--- src/rtl/sfe_pkg.sv ---
package sfe_pkg;

  localparam logic [7:0] SOP_CODE   = 8'h7A;
  localparam logic [7:0] EOP_CODE   = 8'h7B;
  localparam logic [7:0] CHAN_CODE  = 8'h7C;
  localparam logic [7:0] PKT_ESC    = 8'h7D;
  localparam logic [7:0] IDLE_CODE  = 8'h4A;
  localparam logic [7:0] LINE_ESC   = 8'h4D;
  localparam logic [7:0] ESC_FLIP   = 8'h20;
  localparam logic [7:0] CHAN_ID    = 8'h00;

  typedef enum logic [2:0] {
    ST_HUNT  = 3'd0,
    ST_CHAN  = 3'd1,
    ST_CNUM  = 3'd2,
    ST_BODY  = 3'd3,
    ST_FINAL = 3'd4,
    ST_ESC2  = 3'd5
  } seq_st_e;

  typedef struct packed {
    logic       esc;
    logic [7:0] first;
    logic [7:0] second;
  } esc_info_t;

endpackage

--- src/rtl/sfe_escape_class.sv ---
module sfe_escape_class
  import sfe_pkg::*;
(
  input  logic [7:0] raw,
  output esc_info_t  info
);

  logic pkt_hit;
  logic line_hit;

  always_comb begin
    pkt_hit  = (raw == SOP_CODE) || (raw == EOP_CODE) ||
               (raw == CHAN_CODE) || (raw == PKT_ESC);
    line_hit = (raw == IDLE_CODE) || (raw == LINE_ESC);
    info.esc    = pkt_hit || line_hit;
    info.second = raw ^ ESC_FLIP;
    if (pkt_hit) begin
      info.first = PKT_ESC;
    end else if (line_hit) begin
      info.first = LINE_ESC;
    end else begin
      info.first = raw;
    end
  end

endmodule

--- src/rtl/sfe_sequencer.sv ---
module sfe_sequencer
  import sfe_pkg::*;
(
  input  logic       clk,
  input  logic       rst_n,
  input  logic       tx_req,
  input  logic       in_valid,
  input  logic       in_first,
  input  logic       in_last,
  input  logic [7:0] in_data,
  output logic       in_ready,
  output logic [7:0] nxt_byte
);

  seq_st_e    st_q, st_d;
  logic [7:0] hold_q, hold_d;
  logic       ret_hunt_q, ret_hunt_d;
  logic       take;
  esc_info_t  info;

  sfe_escape_class u_cls (
    .raw  (in_data),
    .info (info)
  );

  // next-state logic
  always_comb begin
    st_d       = st_q;
    hold_d     = hold_q;
    ret_hunt_d = ret_hunt_q;
    nxt_byte   = IDLE_CODE;
    take       = 1'b0;
    case (st_q)
      ST_HUNT: begin
        if (in_valid) begin
          if (in_first) begin
            nxt_byte = SOP_CODE;
            st_d     = ST_CHAN;
          end else begin
            take = 1'b1;
          end
        end
      end
      ST_CHAN: begin
        nxt_byte = CHAN_CODE;
        st_d     = ST_CNUM;
      end
      ST_CNUM: begin
        nxt_byte = CHAN_ID;
        st_d     = ST_BODY;
      end
      ST_BODY: begin
        if (in_valid) begin
          if (in_last) begin
            nxt_byte = EOP_CODE;
            st_d     = ST_FINAL;
          end else begin
            take     = 1'b1;
            nxt_byte = info.first;
            if (info.esc) begin
              hold_d     = info.second;
              ret_hunt_d = 1'b0;
              st_d       = ST_ESC2;
            end
          end
        end
      end
      ST_FINAL: begin
        if (in_valid) begin
          take     = 1'b1;
          nxt_byte = info.first;
          if (info.esc) begin
            hold_d     = info.second;
            ret_hunt_d = 1'b1;
            st_d       = ST_ESC2;
          end else begin
            st_d = ST_HUNT;
          end
        end
      end
      ST_ESC2: begin
        nxt_byte = hold_q;
        st_d     = ret_hunt_q ? ST_HUNT : ST_BODY;
      end
      default: begin
        st_d = ST_HUNT;
      end
    endcase
  end

  assign in_ready = tx_req & take;

  // state registers, advanced only on a transmitter request
  always_ff @(posedge clk or negedge rst_n) begin
    if (!rst_n) begin
      st_q       <= ST_HUNT;
      hold_q     <= '0;
      ret_hunt_q <= 1'b0;
    end else if (tx_req) begin
      st_q       <= st_d;
      hold_q     <= hold_d;
      ret_hunt_q <= ret_hunt_d;
    end
  end


  ready_needs_req_chk: assert property (@(posedge clk) disable iff (!rst_n)
    in_ready |-> (tx_req && in_valid));


  state_hold_chk: assert property (@(posedge clk) disable iff (!rst_n)
    !tx_req |=> $stable(st_q));

endmodule

--- src/rtl/sfe_stream_encoder.sv ---
module sfe_stream_encoder
  import sfe_pkg::*;
#(
  parameter int SYNC_STAGES = 2
) (
  input  logic       clk,
  input  logic       rst_n,
  input  logic       in_valid,
  output logic       in_ready,
  input  logic       in_first,
  input  logic       in_last,
  input  logic [7:0] in_data,
  input  logic       tx_req,
  output logic [7:0] tx_byte
);

  logic [SYNC_STAGES-1:0] rst_sync_q;
  logic                   rst_sync_n;
  logic [7:0]             nxt_byte;
  logic [7:0]             tx_byte_q;

  // reset: asserted asynchronously, released on the clock
  always_ff @(posedge clk or negedge rst_n) begin
    if (!rst_n) begin
      rst_sync_q <= '0;
    end else begin
      rst_sync_q <= {rst_sync_q[SYNC_STAGES-2:0], 1'b1};
    end
  end
  assign rst_sync_n = rst_sync_q[SYNC_STAGES-1];

  sfe_sequencer u_seq (
    .clk      (clk),
    .rst_n    (rst_sync_n),
    .tx_req   (tx_req),
    .in_valid (in_valid),
    .in_first (in_first),
    .in_last  (in_last),
    .in_data  (in_data),
    .in_ready (in_ready),
    .nxt_byte (nxt_byte)
  );

  always_ff @(posedge clk or negedge rst_sync_n) begin
    if (!rst_sync_n) begin
      tx_byte_q <= IDLE_CODE;
    end else if (tx_req) begin
      tx_byte_q <= nxt_byte;
    end
  end
  assign tx_byte = tx_byte_q;


  sop_then_chan_chk: assert property (@(posedge clk) disable iff (!rst_sync_n)
    (tx_req && tx_byte == SOP_CODE) |-> (nxt_byte == CHAN_CODE));


  chan_then_num_chk: assert property (@(posedge clk) disable iff (!rst_sync_n)
    (tx_req && tx_byte == CHAN_CODE) |-> (nxt_byte == CHAN_ID));


  pkt_esc_pair_chk: assert property (@(posedge clk) disable iff (!rst_sync_n)
    (tx_req && tx_byte == PKT_ESC) |-> (nxt_byte == 8'h5A || nxt_byte == 8'h5B ||
                                        nxt_byte == 8'h5C || nxt_byte == 8'h5D));


  line_esc_pair_chk: assert property (@(posedge clk) disable iff (!rst_sync_n)
    (tx_req && tx_byte == LINE_ESC) |-> (nxt_byte == 8'h6A || nxt_byte == 8'h6D));


  eop_then_final_chk: assert property (@(posedge clk) disable iff (!rst_sync_n)
    (tx_req && tx_byte == EOP_CODE && in_valid) |-> in_ready);


  byte_hold_chk: assert property (@(posedge clk) disable iff (!rst_sync_n)
    !tx_req |=> $stable(tx_byte));

endmodule

--- config.mk ---
export PLATFORM = sky130hd
export DESIGN_NAME = sfe_stream_encoder
export DESIGN_NICKNAME = d
export VERILOG_FILES = /design/src/rtl/sfe_pkg.sv /design/src/rtl/sfe_escape_class.sv /design/src/rtl/sfe_sequencer.sv /design/src/rtl/sfe_stream_encoder.sv
export SDC_FILE = /design/constraint.sdc
export NUM_CORES = 1
export LEC_CHECK = 0
export ABC_AREA = 1
export BUFFER_PORTS_ARGS = -buffer_cell sky130_fd_sc_hd__buf_2
export CAP_MARGIN = 20
export CORE_UTILIZATION = 50
export DETAILED_ROUTE_END_ITERATION = 7
export HOLD_SLACK_MARGIN = 0.06
export PLACE_DENSITY = 0.78
export SYNTH_ARGS = -nofsm -noshare
export SYNTH_HDL_FRONTEND = slang
export SYNTH_SLANG_ARGS = --single-unit
--- constraint.sdc ---
create_clock -name clk -period 2.1 [get_ports clk]
set_clock_uncertainty 0.1 [all_clocks]
set_input_delay 0.315 -clock clk [delete_from_list [all_inputs] [get_ports clk]]
set_output_delay 0.315 -clock clk [all_outputs]
set_load 0.005 [all_outputs]
Word level (Yosys, flattened, before mapping):

Cells that the tools add are included.

* add/subtract/negate cells: 0
* multiply operators: 0
* divide/modulo/power cells: 0
* magnitude comparators: 0
* equality and inequality tests: 19
* shifts and indexed selects: 0
* multiplexer cells: 34
* bitwise operators: 2
* reduce and logical (&&, ||, !) cells: 10

Operators with widths (number)
* 8-bit two-way mux: 10
* 8-bit by 7-bit equality test with 1-bit output, second input constant: 6
* 8-bit case mux with 6 select lines: 1
* 3-bit two-way mux: 7
* 3-bit case mux with 6 select lines: 1
* 8-bit case mux with 2 select lines: 1
* 1-bit two-way mux: 10
* 2-bit inequality test, second input constant: 5
* 7-bit AND reduction: 1
* 3-bit by 2-bit equality test with 1-bit output, second input constant: 2
* 3-bit equality test, second input constant: 2
* 6-bit two-way mux: 1
* 6-bit AND reduction: 1
* 1-bit logical OR: 5
* 5-bit AND reduction: 1
* 2-bit by 1-bit inequality test with 1-bit output, second input constant: 2
* 3-bit by 1-bit equality test with 1-bit output, second input constant: 1
* 3-bit logical NOT: 1
* 3-bit by 2-bit inequality test with 1-bit output, second input constant: 1
* 1-bit case mux with 3 select lines: 1
* 2-bit two-way mux: 1
* 1-bit case mux with 2 select lines: 1
* 2-bit nonzero test: 1
* 1-bit AND: 1
* 1-bit inverter: 1

* register bits after elaboration: 22
* latch bits: 0
* bits in writable memories: 0
* bits in read-only memories: 0
* input port bits: 14
* output and inout bits: 9
* logic and storage cells: 70
* memories: 0

Depth between registers and ports, before layout:

Gate-level depths: netlist of run 1.

* depth after elaboration: 9
* mapped depth: 11
* mapped depth without buffers: 11

Modules after synthesis:

Synthesis of run 1 repeated with hierarchy kept, for this count alone.

* cell total of the unflattened synthesis: 203
* area, all modules: 1427.6 um2

Modules (own cells, without submodules)
* sfe_sequencer: instances 1, cells an instance 132, area each 899.6 um2, sequential area each 300.3 um2
* sfe_stream_encoder: instances 1, cells an instance 37, area each 362.8 um2, sequential area each 254.0 um2
* sfe_escape_class: instances 1, cells an instance 34, area each 165.2 um2, sequential area each 0.0 um2

Least setup slack after synthesis of run 1:

Ideal clock, no wire load.

* kind: register to register
* start: reg u_seq.st_q[2]
* end: reg u_seq.hold_q[3]
* setup time: 0.124 ns
* arrival time: 1.255 ns
* required time: 1.876 ns
* path slack: 0.621 ns
* cell stages (with the launch flop): 9
* buffers on the path: 1
* clock period less this slack: 1.479 ns
* cells stage by stage: dfrtp_1 > inv_2 > nand3_2 > inv_2 > a21oi_4 > nand2_2 > nor2_4 > buf_6 > or2_1

* cells in the longest elaborated chain, start to end: 3
* elaborated cells on any way between the ends: 8
* classes of those cells: eq/ne (5); mux (1); reduce/logical (2)

Ends and longest elaborated chain
* start: declaration: RTL line sfe_sequencer.sv:15 `seq_st_e st_q, st_d;`
* start signal: assignment: RTL line sfe_sequencer.sv:100 `st_q <= st_d;`
* 3-bit by 2-bit equality test with 1-bit output or 3-bit equality test (tied branches): RTL line sfe_sequencer.sv:33 `case (st_q)`
* 2-bit inequality test (no source line) or 2-bit nonzero test (tied branches)
* 5-bit AND reduction (no source line)
* end signal: assignment: RTL line sfe_sequencer.sv:101 `hold_q <= hold_d;`
* end: declaration: RTL line sfe_sequencer.sv:16 `logic [7:0] hold_q, hold_d;`

Parallel ways exist; a longest one is shown, timed or not.
A chain may end at the register's enable or synchronous reset.

Worst setup path in the final report of run 1:

* start: reg u_seq.st_q[2]
* end: out in_ready

* cells in the longest elaborated chain, start to end: 3
* elaborated cells on any way between the ends: 5
* classes of those cells: eq/ne (2); mux (1); bitwise (1); reduce/logical (1)

Ends and longest elaborated chain
* 3-bit equality test, or another cell as far along: RTL line sfe_sequencer.sv:33
* 1-bit case mux with 3 select lines *: RTL line sfe_sequencer.sv:33
* 1-bit AND *: RTL line sfe_sequencer.sv:91 `assign in_ready = tx_req & take;`
* end: declaration: RTL line sfe_stream_encoder.sv:9 `output logic in_ready,`

Mark *: on every way between the ends. The rest lies on a longest branch, timed or not.

==> results of run 1 <==
[power groups by stage]
stage	Combinational, mW	Clock, mW	Sequential, mW
finish	0.749	0.332	0.683
detailed placement	0.732	0	0.685
global route	0.863	0.350	0.705
floorplan	0.526	0	0.670
global placement	0.720	0	0.675
CTS	0.743	0.332	0.676
[cells in the final DEF, fill, tap and decap left out, types with 3 or more instances in the layout]
cell / synthesis / final
nor2_1: 15 / 14
inv_1: 24 / 24
dfrtp_1: 19 / 16
nand3_1: 7 / 7
nor2_4: 3 / 3
a21oi_1: 6 / 6
buf_2: 1 / 22
nor2_2: 2 / 3
dfrtp_2: 0 / 3
nand2_2: 3 / 3
dfstp_2: 3 / 3
nand2_1: 70 / 70
clkbuf_4: 0 / 3
o21ai_0: 7 / 7
inv_2: 4 / 4
[layout make-up]
cell class	count	area, um^2
multi-input combinational	130	611
clock inverter	1	30.0
tap	28	35.0
inverter	28	105
fill	209	837
clock buffer	3	22.5
sequential	22	558
timing repair buffer	23	120
[through the flow]
| step | cell area [um^2] | util (%) | hold slack (ns) | instances |
|---|---|---|---|---|
| 2_1_floorplan | 1280 | - | -0.0806 | 182 |
| 3_3_place_gp | 1410 | 60.9 | 0.00104 | 230 |
| 3_5_place_dp | 1410 | 60.9 | 0.00251 | 230 |
| 4_1_cts | 1480 | 63.6 | 0.114 | 235 |
| 5_1_grt | 1480 | 63.9 | 0.113 | 235 |
| 6_report | 1480 | 63.9 | 0.107 | 235 |
[critical path, delay by kind of cell (launching register included)]
kind          cells  cell delay [ns]
buf+inv           3             0.25
simple gates      5             0.52
flops             1             0.49
[sequential cells by signal, summed over array words and instances (netlist names)]
name,count
tx_byte,8
u_seq.st_q,3
u_seq.ret_hunt_q,1
u_seq.hold_q,8
rst_sync_q,2
[Yosys cell counts, drive strengths merged]
cell     n  area, um^2
o22ai    1        6.26
or2      2        12.5
dfrtp   19         475
dfstp    3        78.8
a21oi    7        46.3
conb     1        3.75
inv     28         105
o211ai   1        7.51
o21bai   1        7.51
nand2   73         282
a211oi   1        7.51
nor2    20         103
a31o     1        8.76
nand3    8        45.0
nand4    1        6.26
nor3     2        10.0
buf      2        16.3
o21ai   11        62.6
[per-layer routing]
metal / GRT usage, % / vias up
li1: - / 609
met1: 32.5 / 573
met2: 40.3 / 44
met3: 2.61 / 7
met4: 11.0 / 0
met5: 0 / -
[timing repair]
action	in CTS	in global routing
hold buffers	1	0
gates resized for setup	0	4
endpoints found under the hold margin	2	0
endpoints found under the setup margin	0	1
[cell families (layout without fill, tap and decap cells)]
group / Yosys count / in the layout / share of synthesized area, %
flops: 22 / 22 / 43.2
simple gates: 106 / 106 / 35.7
buf+inv: 30 / 55 / 9.45
other cells: 1 / 1 / 0.292
compound gates: 23 / 23 / 11.4
[final timing paths]
path / slack (ns) / from / cells after the start / endpoint
min in group asynchronous: 0.18 / rst_n / 2 / rst_sync_q[0]
max: 0.12 / u_seq.st_q[2] / 8 / in_ready
max reg2reg: 0.25 / u_seq.st_q[2] / 10 / u_seq.hold_q[0]
min: 0.11 / in_data[2] / 3 / u_seq.hold_q[2]
max in group asynchronous: 1.07 / rst_sync_q[1] / 0 / u_seq.st_q[1]
min reg2reg: 0.25 / rst_sync_q[1] / 0 / u_seq.hold_q[7]
==> impl_metrics.ini, run 1 <==
[global_routing]
grt_max_degree = 21
grt_pass1_vias = 1136
grt_pass1_wl_mm = 4.95
grt_usage_pct = 24.7
grt-ovfl-total = 0
antenna_found_initial = 0

[worst_setup_path]
timing_worst_setup_path_type = flip-flop to primary output
cp.arrival_ns = 1.57
cp.required_ns = 1.68
cp_slowest_stage_delay_ns = 0.49
cp_slowest_cell = dfrtp_2
cp-start-kind = flip-flop
cp_max_fo = 7
crit_chain = inv_2 > nand3_2 > nor2_4 > nor2_4 > nand2_1 > nand3_1 > inv_1 > buf_2
worst_path_most_repeated_cell = nor2_4
critPathCaptureType = primary output

[clock_tree]
postCtsSetupBuffers = 0
clkTransAtPathRegs_ns = 0.13
clock-sinks = 22
h-tree-depth = 1
cts-buffers-inserted = 3
clkLatencyLatePin_ns = 0.32
max-clock-path-buffers = 2
cts_tree = done
cts-root-buf = clkbuf_4

[timing]
relSlewSlack_pct = 43.9
report.final.slew_viol_count = 0
setup_viol = 0
fmax_mhz = 505
rsz0062_at_grt = no
hold_violations = 0
fin_setup_tns_ns = 0
fin_ws_ns = 0.118
period_share_pct = 94.4
min_period_ns = 1.98
tightest_slew_ns = 0.841

[power_and_ir_drop]
power.switching_mw = 0.711
peakVddDrop_mv = 0.649
p_total_mw = 1.76
swShare_pct = 40.3
power.density_nw_per_um2 = 1190
p_leak_nw = 0.846
internal-power_mw = 1.05
p_comb_share_pct = 42.5
pwr-share-clk_pct = 18.8
p_seq_share_pct = 38.7

[place]
hpwl_mm = 2.28
place.gp.congestion = 0.929
dp_worst_setup_slack_ns = 0.271
port_buffers = 22

[detailed_routing]
m1WireLength_mm = 1.38
dr_wl_met3_um = 114
drt-pass1-iter-count = 4
via_per_inst = 5.25
routed.top_layer = met4
drtIter0Drc = 38
antenna_left = 0
detail_route.wl_per_cell_um = 12.7
wl_mm = 2.99
wl_met2_mm = 1.43
vias = 1233
route.detailed.drc = 0

[synth]
netlist_instances = 182
ys_seq_area_share_pct = 43.2
ys_seq_elements = 22
syn-cell-area_um2 = 1280
syn_nets = 196
syn_avg_cell_area_um2 = 7.05
synthDistinctLibCells = 28
ys_warn_count = 0

[floorplan]
start_util_pct = 55.4
fp.dieW_um = 52.7
die_h_um = 52.7
core_region_area_um2 = 2320
io_pins = 23
std_cell_rows = 17
dieArea_um2 = 2770

[final_layout]
syn2layout_area_growth_pct = 15.4
nets = 222
num_antenna_cells = 0
drive_above_1_share_pct = 24.6

[worst_hold_path]
hp-class = input pin to flip-flop

[outcome]
status = finished clean

[run]
maxCapViolCount = 0
Power figures use the tool's default switching activity.
==> run 2, diff against run 1 <==
==> constraint.sdc (replaced) <==
create_clock -name clk -period 2.1 [get_ports clk]
set_clock_uncertainty 0.1 [all_clocks]
set_input_delay 0.105 -clock clk [delete_from_list [all_inputs] [get_ports clk]]
set_output_delay 0.105 -clock clk [all_outputs]
set_load 0.005 [all_outputs]
==> run 2 against run 1 <==
- final cell count up 3.8%
- via count rose by 1.9%
- global-route usage fell by 0.47 points
- sequential power down 2%
- highest routed layer unchanged
==> impl_metrics.ini, run 2 (same netlist as run 1, synthesis figures left out) <==
[worst_setup_path]
cp_slowest_cell = dfrtp_1
cp.required_ns = 1.89
crit_chain = inv_1 > nand2_1 > nor2_1 > nand2_1 > nand2_1 > nand3_1 > inv_1 > buf_2
timing_worst_setup_path_type = flip-flop to primary output
cp_slowest_stage_delay_ns = 0.48
cp-start-kind = flip-flop
cp_max_fo = 6
worst_path_most_repeated_cell = nand2_1
critPathCaptureType = primary output
cp.arrival_ns = 1.66

[floorplan]
std_cell_rows = 17
die_h_um = 52.7
dieArea_um2 = 2770
io_pins = 23
fp.dieW_um = 52.7
core_region_area_um2 = 2320
start_util_pct = 55.4

[place]
hpwl_mm = 2.21
dpl_cell_area_um2 = 1410
place.gp.congestion = 0.993
port_buffers = 22

[clock_tree]
cts-buffers-inserted = 3
postCtsResizedCells = 0
max-clock-path-buffers = 2
clkTransAtPathRegs_ns = 0.12
clkLatencyLatePin_ns = 0.31
clock-sinks = 22
h-tree-depth = 1
cts-root-buf = clkbuf_4
cts_tree = done

[timing]
hold_violations = 0
fmax_mhz = 536
tightest_slew_ns = 0.766
report.final.slew_viol_count = 0
fin_setup_tns_ns = 0
period_share_pct = 88.9
relSlewSlack_pct = 48.9
setup_viol = 0
min_period_ns = 1.87
rsz0062_at_grt = no

[detailed_routing]
routed.top_layer = met4
drtIter0Drc = 35
via_per_inst = 5.15
m1WireLength_mm = 1.41
drt-pass1-iter-count = 4
antenna_left = 0
route.detailed.drc = 0
dr_wl_met3_um = 104
detail_route.wl_per_cell_um = 11.9
wl_mm = 2.91
wl_met2_mm = 1.33
vias = 1256

[final_layout]
postLayoutCellArea_um2 = 1570
syn2layout_area_growth_pct = 21.9
final_cell_mix = nand2_1, inv_1, buf_2
drive_above_1_share_pct = 21.8
num_antenna_cells = 0
final_util_pct = 67.5
fillers = 202
mostFrequentLayoutCell = nand2_1
nets = 231

[power_and_ir_drop]
p_seq_share_pct = 38.5
power.density_nw_per_um2 = 1120
pwr-share-clk_pct = 18.7
internal-power_mw = 1.05
power.switching_mw = 0.691
p_leak_nw = 0.887
p_comb_share_pct = 42.8
swShare_pct = 39.6
peakVddDrop_mv = 0.812

[global_routing]
grt_usage_pct = 24.2
grt_max_degree = 21
grt_pass1_vias = 1136
grt-ovfl-total = 0
grt_pass1_wl_mm = 4.84
antenna_found_initial = 0

[worst_hold_path]
hp-class = input pin to flip-flop

[run]
maxCapViolCount = 0

[outcome]
status = finished clean
-- run 2: changes by cell type in the layout (fill, tap and decap cells not counted) --
cell / change
dfrtp_1: +3
dlygate4sd3_1: +9
dfrtp_2: -3
nor2_2: -1
nor2_1: +1
-- run 2: area by class of cell --
class | count | area, um^2 | share of cell area [%]
tap | 28 | 35.0 | 2.24
timing repair buffer | 32 | 210 | 13.4
multi-input combinational | 130 | 608 | 38.8
sequential | 22 | 554 | 35.4
clock inverter | 1 | 30.0 | 1.92
clock buffer | 3 | 22.5 | 1.44
inverter | 28 | 105 | 6.71
-- run 2: final timing paths --
| kind | from | end | slack (ns) | cells past startpoint |
|---|---|---|---|---|
| hold / removal | in_data[3] | tx_byte[3] | 0.06 | 5 |
| setup reg to reg | u_seq.st_q[2] | u_seq.hold_q[5] | 0.26 | 10 |
| hold reg to reg | rst_sync_q[1] | u_seq.hold_q[1] | 0.23 | 0 |
| setup / recovery | u_seq.st_q[0] | in_ready | 0.23 | 8 |
| min in group asynchronous | rst_sync_q[1] | u_seq.hold_q[1] | 0.23 | 0 |
| max in group asynchronous | rst_sync_q[1] | u_seq.hold_q[2] | 1.20 | 0 |
-- run 2: repair_timing --
item / 4_1_cts / 5_1_grt
endpoints found under the hold margin: 15 / 0
setup buffers: 0 / 0
hold buffers: 10 / 0
-- run 2: metrics by stage --
step / std cells / worst slack [ns] / power (mW) / hold slack, ns
3_3_place_gp: 230 / 0.410 / 1.39 / -0.208
4_1_cts: 244 / 0.232 / 1.75 / 0.0617
2_1_floorplan: 182 / 0.621 / 1.20 / -0.291
6_report: 244 / 0.233 / 1.75 / 0.0628
5_1_grt: 244 / 0.111 / 1.90 / 0.108
3_5_place_dp: 230 / 0.277 / 1.40 / -0.209
-- run 2: routing by layer --
| metal | vias up | GRT usage [%] |
|---|---|---|
| met5 | - | 0 |
| met4 | 0 | 9.21 |
| met3 | 6 | 3.48 |
| met2 | 42 | 37.8 |
| met1 | 582 | 33.5 |
| li1 | 626 | - |
-- run 2: power groups by stage --
stage | sequential, mW | clock (mW) | combinational, mW
final | 0.672 | 0.326 | 0.747
after global routing | 0.693 | 0.348 | 0.859
after CTS | 0.673 | 0.329 | 0.751
after detailed placement | 0.681 | 0 | 0.723
after global placement | 0.672 | 0 | 0.718
after floorplan | 0.670 | 0 | 0.526
-- run 2: worst max-delay path, delay by kind of cell, from the launching register on --
| family | cells | cell delay, ns |
|---|---|---|
| buffers and inverters | 3 | 0.26 |
| flip-flops | 1 | 0.48 |
| AND/OR/NAND/NOR | 5 | 0.61 |
==> run 3, diff against run 2 <==
--- a/config.mk
+++ b/config.mk
@@ -8,10 +8,10 @@
 export ABC_AREA = 1
 export BUFFER_PORTS_ARGS = -buffer_cell sky130_fd_sc_hd__buf_2
 export CAP_MARGIN = 20
-export CORE_UTILIZATION = 50
+export CORE_UTILIZATION = 52
 export DETAILED_ROUTE_END_ITERATION = 7
 export HOLD_SLACK_MARGIN = 0.06
-export PLACE_DENSITY = 0.78
+export PLACE_DENSITY = 0.8
 export SYNTH_ARGS = -nofsm -noshare
 export SYNTH_HDL_FRONTEND = slang
 export SYNTH_SLANG_ARGS = --single-unit
==> run 3 against run 2 <==
- combinational power about the same
- clock-buffer cell count is the same
- largest cell class unchanged
- highest routed layer unchanged
- final area unchanged
- largest power group unchanged
- die area shrank 3.7%
- register-to-register slack hardly changed
- worst hold slack gained 0.012 ns
==> impl_metrics.ini, run 3 (same netlist as run 1, synthesis figures left out) <==
[outcome]
status = finished clean

[place]
dp_worst_setup_slack_ns = 0.303
place.gp.congestion = 0.988
port_buffers = 22
dpl_cell_area_um2 = 1410
hpwl_mm = 2.35

[timing]
period_share_pct = 88.8
setup_viol = 0
fin_setup_tns_ns = 0
min_period_ns = 1.86
fmax_mhz = 536
tightest_slew_ns = 0.810
hold_violations = 0
relSlewSlack_pct = 46.0
fin_ws_ns = 0.236
report.final.slew_viol_count = 0
rsz0062_at_grt = no

[detailed_routing]
drtIter0Drc = 42
vias = 1272
drt-pass1-iter-count = 4
via_per_inst = 5.21
route.detailed.drc = 0
antenna_left = 0
detail_route.wl_per_cell_um = 12.9
wl_mm = 3.14

[clock_tree]
cts-root-buf = clkbuf_4
postCtsResizedCells = 0
postCtsSetupBuffers = 0
h-tree-depth = 1
cts_hold_buf = 10
clock-sinks = 22
clkLatencyLatePin_ns = 0.32
clkTransAtPathRegs_ns = 0.12
cts_tree = done
max-clock-path-buffers = 2
cts-buffers-inserted = 3

[floorplan]
start_util_pct = 56.4
io_pins = 23
fp.dieW_um = 51.7
dieArea_um2 = 2670
die_h_um = 51.7
core_region_area_um2 = 2280
std_cell_rows = 17

[final_layout]
drive_above_1_share_pct = 21.8
nets = 231
final_cell_mix = nand2_1, inv_1, buf_2
final-seq-area_um2 = 554
num_antenna_cells = 0
postLayoutCellArea_um2 = 1570
final_util_pct = 68.8
syn2layout_area_growth_pct = 21.9
multi_input_area_um2 = 608
mostFrequentLayoutCell = nand2_1
fillers = 196

[global_routing]
grt_usage_pct = 26.6
antenna_found_initial = 0
grt_pass1_wl_mm = 5.12
grt_max_degree = 21
grt_pass1_vias = 1246
grt-ovfl-total = 0

[worst_setup_path]
crit_buf_inv = 4
timing_worst_setup_path_type = input pin to flip-flop
cp.required_ns = 2.22
critical_path.top_delay_family = simple AND/OR/NAND/NOR gates
critPathCaptureType = flip-flop
cp_max_fo = 11
cp-start-kind = input pin
rrSetupSlack_ns = 0.25
crit_chain = dlygate4sd3_1 > buf_2 > inv_1 > nand3_1 > nor2_1 > nand3_1 > nor2_4 > inv_1 > nand2_1 > nand2_1
cp_slowest_cell = dlygate4sd3_1
cp_slowest_stage_delay_ns = 0.54
cp.arrival_ns = 1.99

[run]
maxCapViolCount = 0

[power_and_ir_drop]
power.density_nw_per_um2 = 1120
p_leak_nw = 0.887
peakVddDrop_mv = 0.754

[worst_hold_path]
hp-class = input pin to flip-flop
-- run 3: cell counts in the layout (fill, tap and decap cells not counted) --
No cell type changed its count.
-- run 3: worst min-delay path: cells and delay by family --
family          cells  cell delay, ns
simple gates        3            0.19
buf+inv             1            0.10
compound gates      1            0.07
-- run 3: report_power, final --
group	internal [mW]	total [mW]	switching [mW]
registers	0.567	0.678	0.110
clock network	0.193	0.331	0.138
logic	0.294	0.747	0.453
-- run 3: layout make-up --
cell class	count	area share, %
Clock buffer	3	1.44
Clock inverter	1	1.92
Inverter	28	6.71
Multi-Input combinational cell	130	38.8
Sequential cell	22	35.4
Tap cell	28	2.24
Timing Repair Buffer	32	13.4
-- run 3: worst paths after layout --
path                          startpoint          endpoint  cells past startpoint
setup / recovery              in_data[7]  u_seq.ret_hunt_q                     10
hold / removal                in_data[3]        tx_byte[3]                      5
setup reg to reg           u_seq.st_q[2]  u_seq.ret_hunt_q                     10
hold reg to reg            rst_sync_q[1]   u_seq.hold_q[1]                      0
max in group asynchronous  rst_sync_q[1]        tx_byte[0]                      0
min in group asynchronous  rst_sync_q[1]   u_seq.hold_q[1]                      0
-- run 3: per-layer routing --
layer	part of all wire, %	GRT usage (%)
met1	43	31.5
met4	1.9	11.7
met5	0	0
met3	5.4	3.80
met2	50	47.2
-- run 3: through the flow --
step / instances / hold slack [ns] / power, mW
3_3_place_gp: 230 / -0.209 / 1.38
5_1_grt: 244 / 0.114 / 1.90
3_5_place_dp: 230 / -0.209 / 1.41
2_1_floorplan: 182 / -0.291 / 1.20
6_report: 244 / 0.0747 / 1.76
4_1_cts: 244 / 0.0653 / 1.75
